[config.mk]
export PLATFORM = sky130hd
export DESIGN_NAME = cal_alarm_match
export DESIGN_NICKNAME = d
export VERILOG_FILES = /design/src/rtl/cal_alarm_pkg.sv /design/src/rtl/alarm_regs.sv /design/src/rtl/alarm_field_cmp.sv /design/src/rtl/alarm_flag_ctl.sv /design/src/rtl/cal_alarm_match.sv
export SDC_FILE = /design/constraint.sdc
export NUM_CORES = 1
export LEC_CHECK = 0
export ABC_AREA = 1
export CORE_MARGIN = 4
export CORE_UTILIZATION = 45
export CTS_CLUSTER_SIZE = 14
export DETAILED_ROUTE_END_ITERATION = 12
export PLACE_DENSITY = 0.83
export SKIP_CTS_REPAIR_TIMING = 1
export SLEW_MARGIN = 20
export SYNTH_ARGS = -nofsm -noshare
export SYNTH_HDL_FRONTEND = slang
export SYNTH_HIERARCHICAL = 1
export SYNTH_SLANG_ARGS = --single-unit
[constraint.sdc]
create_clock -name clk -period 1.7 [get_ports clk]
set_clock_uncertainty 0.15 [all_clocks]
set_input_delay 0.17 -clock clk [delete_from_list [all_inputs] [get_ports clk]]
set_output_delay 0.17 -clock clk [all_outputs]
set_load 0.02 [all_outputs]
[src/rtl/cal_alarm_pkg.sv]
package cal_alarm_pkg;
  localparam int VAL_W    = 7;
  localparam int REG_W    = 8;
  localparam int N_FIELDS = 4;
  localparam int SEL_W    = 3;
  localparam int MASK_BIT = REG_W - 1;
  localparam int IE_BIT   = 0;
  localparam int FLAG_BIT = 1;

  typedef enum logic [SEL_W-1:0] {
    SEL_DAY  = 3'd0,
    SEL_WDAY = 3'd1,
    SEL_HOUR = 3'd2,
    SEL_MIN  = 3'd3,
    SEL_CTRL = 3'd4
  } reg_sel_e;
endpackage

[src/rtl/alarm_regs.sv]
module alarm_regs
  import cal_alarm_pkg::*;
(
  input  logic                             clk,
  input  logic                             rst_n,
  input  logic                             wr_en,
  input  logic [SEL_W-1:0]                 wr_sel,
  input  logic [REG_W-1:0]                 wr_data,
  output logic [N_FIELDS-1:0][REG_W-1:0]   fld_q,
  output logic                             ie_q,
  output logic                             clr_req
);
  reg_sel_e sel;
  assign sel = reg_sel_e'(wr_sel);

  for (genvar i = 0; i < N_FIELDS; i++) begin : g_fld
    always_ff @(posedge clk or negedge rst_n) begin
      if (!rst_n)
        fld_q[i] <= '0;
      else if (wr_en && wr_sel == SEL_W'(i))
        fld_q[i] <= wr_data;
    end
  end

  always_ff @(posedge clk or negedge rst_n) begin
    if (!rst_n)
      ie_q <= 1'b0;
    else if (wr_en && sel == SEL_CTRL)
      ie_q <= wr_data[IE_BIT];
  end

  // Writing 0 to the flag bit requests a clear; writing 1 requests nothing.
  assign clr_req = wr_en && (sel == SEL_CTRL) && !wr_data[FLAG_BIT];
endmodule

[src/rtl/alarm_field_cmp.sv]
module alarm_field_cmp
  import cal_alarm_pkg::*;
(
  input  logic [N_FIELDS-1:0][REG_W-1:0] fld_q,
  input  logic [N_FIELDS-1:0][VAL_W-1:0] cur_vec,
  output logic [N_FIELDS-1:0]            fld_hit,
  output logic                           all_hit
);
  for (genvar i = 0; i < N_FIELDS; i++) begin : g_cmp
    logic masked;
    assign masked = fld_q[i][MASK_BIT];
    if (i == int'(SEL_WDAY)) begin : g_set
      // set membership: the one-hot current day must land in the selected set
      assign fld_hit[i] = masked || (|(fld_q[i][VAL_W-1:0] & cur_vec[i]));
    end else begin : g_eq
      assign fld_hit[i] = masked || (fld_q[i][VAL_W-1:0] == cur_vec[i]);
    end
  end

  assign all_hit = &fld_hit;
endmodule

[src/rtl/alarm_flag_ctl.sv]
module alarm_flag_ctl (
  input  logic clk,
  input  logic rst_n,
  input  logic min_carry,
  input  logic all_hit,
  input  logic clr_req,
  input  logic ie_q,
  output logic flag_q,
  output logic irq_drive
);
  logic set_evt;
  assign set_evt = min_carry && all_hit;

  // A new event wins over a simultaneous clear.
  always_ff @(posedge clk or negedge rst_n) begin
    if (!rst_n)
      flag_q <= 1'b0;
    else if (set_evt)
      flag_q <= 1'b1;
    else if (clr_req)
      flag_q <= 1'b0;
  end

  assign irq_drive = flag_q && ie_q;
endmodule

[src/rtl/cal_alarm_match.sv]
module cal_alarm_match
  import cal_alarm_pkg::*;
(
  input  logic             clk,
  input  logic             rst_n,
  input  logic [VAL_W-1:0] cur_day,
  input  logic [VAL_W-1:0] cur_wday,
  input  logic [VAL_W-1:0] cur_hour,
  input  logic [VAL_W-1:0] cur_min,
  input  logic             min_carry,
  input  logic             wr_en,
  input  logic [SEL_W-1:0] wr_sel,
  input  logic [REG_W-1:0] wr_data,
  output logic             alarm_flag,
  output logic             irq_drive
);
  logic [N_FIELDS-1:0][REG_W-1:0] fld_q;
  logic [N_FIELDS-1:0][VAL_W-1:0] cur_vec;
  logic [N_FIELDS-1:0]            fld_hit;
  logic                           alarm_hit;
  logic                           ie_q;
  logic                           clr_req;

  assign cur_vec[SEL_DAY]  = cur_day;
  assign cur_vec[SEL_WDAY] = cur_wday;
  assign cur_vec[SEL_HOUR] = cur_hour;
  assign cur_vec[SEL_MIN]  = cur_min;

  alarm_regs u_regs (
    .clk     (clk),
    .rst_n   (rst_n),
    .wr_en   (wr_en),
    .wr_sel  (wr_sel),
    .wr_data (wr_data),
    .fld_q   (fld_q),
    .ie_q    (ie_q),
    .clr_req (clr_req)
  );

  alarm_field_cmp u_cmp (
    .fld_q   (fld_q),
    .cur_vec (cur_vec),
    .fld_hit (fld_hit),
    .all_hit (alarm_hit)
  );

  alarm_flag_ctl u_flag (
    .clk       (clk),
    .rst_n     (rst_n),
    .min_carry (min_carry),
    .all_hit   (alarm_hit),
    .clr_req   (clr_req),
    .ie_q      (ie_q),
    .flag_q    (alarm_flag),
    .irq_drive (irq_drive)
  );
endmodule

-- Word-level counts from Yosys, hierarchy flattened
Cells that the tools add are included.
- register bits: 34
- latch bits: 0
- bits in writable memories: 0
- memory bits (read-only): 0
- bits of input ports: 43
- output and inout bits: 2
- memories kept: 0
- $add $sub $neg: 0
- multipliers: 0
- divide/modulo/power cells: 0
- order comparisons: 0
- equal/unequal tests: 7
- shift-type cells: 0
- mux-type cells: 2
- bitwise operators: 1
- reductions and logical operators: 17
- operators with widths (operator ; number):
    7-bit == test ; 3
    1-bit logical AND ; 8
    7-bit AND ; 1
    7-bit OR reduction ; 1
    3-bit by 2-bit == test with 1-bit output, second input constant ; 2
    1-bit logical OR ; 4
    4-bit AND reduction ; 1
    3-bit by 1-bit == test with 1-bit output, second input constant ; 1
    3-bit == test, second input constant ; 1
    3-bit logical NOT ; 1
    1-bit 2-to-1 mux ; 2
    2-bit nonzero test ; 1
    1-bit logical NOT ; 1

-- Logic depth before layout (Yosys ltp)
Gate-level depths: netlist (run 1).
- depth after elaboration: 6
- depth in mapped cells: 11
- depth with buffers taken out: 11

-- By module
Netlist (run 1), hierarchy kept.
- modules (own cells, without submodules) (module ; instances ; cells each ; area each (um2)):
    alarm_regs ; 1 ; 155 ; 1390.1
    alarm_field_cmp ; 1 ; 107 ; 464.2
    alarm_flag_ctl ; 1 ; 7 ; 47.5

-- Worst setup path before layout (run 1)
No wires, ideal clock.
- kind: register -> register
- start: register u_regs/fld_q[18] (netlist bit)
- end: register u_flag.flag_q
- arrival: 0.950 ns
- path slack: 0.535 ns
- cell stages (with the launch flop): 12
- buffers on the path: 0
- period minus slack after synthesis: 1.165 ns
- cell sequence: dfrtp_1 inv_1 nand2_1 nand2_1 nand2_1 nor2_1 nand2_1 nand2_2 nand2_1 nor2_1 nand2_1 nand2_1
- word-level cells in the longest chain between the ends: 5
- RTL lines (element ; RTL line ; RTL):
    from (decl) ; alarm_regs.sv:9 ; output logic [N_FIELDS-1:0][REG_W-1:0] fld_q,
    from (signal, indexed assignment) ; alarm_regs.sv:21 ; fld_q[i] <= wr_data;
    7-bit == test (*) ; alarm_field_cmp.sv:16 ; assign fld_hit[i] = masked || (fld_q[i][VAL_W-1:0] == cur_vec[i]);
    1-bit logical OR (*) ; alarm_field_cmp.sv:16 ;
    net fld_hit[2] ; cal_alarm_match.sv:19 ; logic [N_FIELDS-1:0] fld_hit;
    4-bit AND reduction (*) ; alarm_field_cmp.sv:20 ; assign all_hit = &fld_hit;
    net alarm_hit ; cal_alarm_match.sv:20 ; logic alarm_hit;
    1-bit logical AND (*) ; alarm_flag_ctl.sv:12 ; assign set_evt = min_carry && all_hit;
    1-bit 2-to-1 mux or 2-bit nonzero test (tied branches) ; -- ;
    to (signal assigned) ; alarm_flag_ctl.sv:17 ; flag_q <= 1'b0;
    to (signal assigned) ; alarm_flag_ctl.sv:19 ; flag_q <= 1'b1;
    to (signal assigned) ; alarm_flag_ctl.sv:21 ; flag_q <= 1'b0;
    to (decl) ; alarm_flag_ctl.sv:8 ; output logic flag_q,
Mark *: on every way through the listed nets, which the timed path passes. The rest lies on a longest branch.
A chain may end at the register's enable or synchronous reset.

-- Worst setup path in the final report (run 1)
- start: register u_flag.flag_q
- end: output alarm_flag
- RTL lines (element ; RTL line ; RTL):
    to (decl) ; cal_alarm_match.sv:14 ; output logic alarm_flag,
No word-level cell between the ends.

==> Flow_metrics.wiki, run 1 <==
{| class="wikitable"
! Metric !! Value
|-
| Result of the run || complete, no violations
|-
| Tightest slew margin relative to the limit || 71.8%
|-
| Synth Cell Area || 0.00190 mm2
|-
| Initial Utilization || 46.9%
|-
| Max-Cap Viols || 0
|-
| Worst stage delay on the critical path || 0.62 ns
|-
| Storage element area || 851 um2
|-
| Number of fill cells in the layout || 364
|-
| Endpoint required time on the critical path || 1.38 ns
|-
| Crit path max-delay family || buffers and inverters
|-
| Number of antenna violations at the first check in global routing || 0
|-
| Pin count of the biggest net entering global routing || 35
|-
| Number of hold violations in the final report || 0
|-
| Fmax || 0.624 GHz
|-
| Mean number of vias per cell || 4.75
|-
| Top fanout value on the critical path || 3
|-
| Crit. End Element || output port
|-
| Starting DRC count in detailed routing || 81
|-
| Final wirelength || 4410 um
|-
| Weighted congestion reported at the end of routability-driven placement || 0.789
|-
| Clock network latency to the later pin of the worst-skew pair || 0.28 ns
|-
| Buffer and inverter count on the worst path || 1
|-
| Core box area || 0.00406 mm2
|-
| Setup-failing EPs final || 0
|-
| Wire length of the first global-routing pass || 7290 um
|-
| Pint || 1.58 mW
|-
| Sequential share of power || 47.7%
|-
| Setup repair after global routing missed its margin || no
|-
| First-pass iteration count of the detailed router || 4
|-
| Top-Level Pins || 45
|-
| Max rail drop VDD || 0.000463 V
|-
| Multi-input gate area in the final layout || 892 um2
|-
| Half-perimeter wire length after detailed placement || 3340 um
|-
| P_sw || 0.689 mW
|-
| Worst-Margin Slew || 0.422 ns
|-
| Detailed-route wire length per cell || 11.8 um
|-
| Synthesis-to-layout area growth || 31.5%
|-
| Vias in the first global route || 1710
|-
| Worst hold margin || 0.128 ns
|-
| Count of nets after finishing || 364
|-
| Unique cell type count in the Yosys netlist || 16
|-
| Number of nets with antenna violations after detailed routing || 0
|-
| Synthesized netlist cell count || 269
|-
| Total Routing Usage GR || 17.9%
|-
| Number of nets in the synthesized netlist || 312
|-
| Part of the Yosys area used for sequential elements || 44.7%
|-
| Fin crit share || 94.3%
|-
| H-tree level count || 2
|-
| Cell at the slowest stage of the critical path || clkdlybuf4s50_1
|-
| Die outline height || 73.0 um
|-
| Drt drc || 0
|-
| Number of clock sinks || 34
|-
| X dimension of the die || 73.0 um
|-
| Type of the worst setup path || reg2out
|-
| Critical path startpoint category || register
|-
| Port Buffer Count || 44
|-
| Area of all placed cells without fillers || 0.00250 mm2
|-
| Clock tree from TritonCTS || built
|-
| Maximum count of clock buffers along a single path || 2
|-
| Vias after detailed routing || 1768
|-
| Final Max Slew Viols || 0
|-
| Fraction of final layout cells sized beyond drive strength 1 || 7.45%
|-
| Class of the most critical hold timing path || in2async
|-
| Part of the total power dissipated in the clock network || 26.6%
|-
| Part of the power in combinational logic || 25.7%
|-
| CTS root buf || clkbuf_8
|-
| Count of synthesis-stage warnings from yosys || 6
|-
| Cts bufs inserted || 5
|-
| CTS clk-pin slew, worst paths || 0.07 ns
|-
| Diode insertion count for antenna repair || 0
|-
| Net switching fraction of the power || 30.4%
|-
| Arr. time, crit path || 1.28 ns
|-
| Worst path cell trace || clkdlybuf4s50_1
|-
| Die area || 0.00533 mm2
|-
| Placed cell area || 0.00241 mm2
|-
| Min cycle time layout || 1.60 ns
|-
| Row Count || 23
|-
| Leakage power of the design || 1.39 nW
|-
| Global route overflow || 0
|-
| Synthesized area divided by synthesized cell count || 7.07 um2
|-
| Total power divided by cell area || 906 mW/mm2
|-
| Register bit count reported by yosys || 34
|}
-- cell usage after synthesis --
master | count | area, um2
nand2_4 | 2 | 22.5
nor2_4 | 3 | 33.8
inv_1 | 34 | 128
buf_6 | 2 | 22.5
a21oi_1 | 1 | 5.00
nand3_1 | 25 | 125
xor2_1 | 3 | 26.3
nand4_2 | 1 | 12.5
xnor2_1 | 6 | 52.6
nor2_1 | 10 | 37.5
buf_2 | 1 | 5.00
inv_2 | 1 | 3.75
nor2_8 | 1 | 20.0
nand2_1 | 140 | 526
nand2_2 | 5 | 31.3
dfrtp_1 | 34 | 851
-- stage by stage --
stage               worst slack [ns]  std cells  util, %  total power [mW]  setup TNS (ns)
finish                        0.0968        372     61.6              2.27               0
global route                  0.0444        372     61.6              2.42               0
CTS                         -0.00481        372     61.6              2.29        -0.00481
detailed placement            0.0736        364     59.3              1.68               0
global placement               0.118        364     59.3              1.65               0
floorplan                      0.535        269        -              1.42               0
-- placed cells by master, fill, tap and decap left out --
master	instances
clkbuf_1	1
nand2_4	2
xnor2_1	6
nand3_1	25
nand2_2	5
clkbuf_8	6
a21oi_1	1
clkdlybuf4s50_1	43
xor2_1	3
nor2_8	1
nand2_1	140
dfrtp_1	34
inv_2	1
nor2_1	10
buf_4	4
nand4_2	1
clkinv_2	1
dlymetal6s2s_1	1
inv_1	34
nor2_4	3
-- cell families after synthesis --
kind of cell           share of synthesized area [%]
buffers and inverters                           8.35
XOR/XNOR                                        4.14
AO/OA/AOI/OAI                                  0.263
AND/OR/NAND/NOR                                 42.5
flip-flops                                      44.7
-- path summary, 6_finish.rpt --
check | from | slack (ns) | depth (start not counted) | end
max | u_flag/flag_q | 0.1 | 1 | alarm_flag
min | rst_n | 0.13 | 2 | u_flag/flag_q
max reg2reg | u_regs/fld_q[27] | 0.30 | 9 | u_flag/flag_q
min reg2reg | u_regs/fld_q[23] | 0.32 | 2 | u_regs/fld_q[23]
max in group asynchronous | rst_n | 0.96 | 2 | u_regs/fld_q[29]
min in group clk | min_carry | 0.28 | 3 | u_flag/flag_q
-- layer usage --
metal	track usage [%]	up-vias	part of all wire, %
li1	-	906	-
met1	21.7	793	42
met2	29.5	57	48
met3	4.55	12	7.1
met4	8.61	0	2.5
met5	0	-	0
-- power by group through the flow --
stage,clock network [mW],registers (mW),logic [mW]
CTS,0.617,1.08,0.589
global route,0.654,1.10,0.666
finish,0.602,1.08,0.583
detailed placement,0,1.10,0.585
global placement,0,1.09,0.558
floorplan,0,1.08,0.343
-- sequential cells by signal, indices dropped and copies added (netlist names) --
signal and count:
u_regs/ie_q 1, u_flag/flag_q 1, u_regs/fld_q 32
-- final cells by class --
class                      count  area share [%]
clock buffer                   7            3.45
clock inverter                 1           0.200
inverter                      35            5.25
multi-input combinational    197            35.7
sequential                    34            34.0
tap                           50            2.50
timing repair buffer          48            18.9
No activity file was read; power rests on OpenSTA's default activity.
==> run 2, diff against run 1 <==
Settings changed: CAP_MARGIN set to 20.
==> results of run 2 <==
Final layout, timing and power as in run 1 (identical DEF).
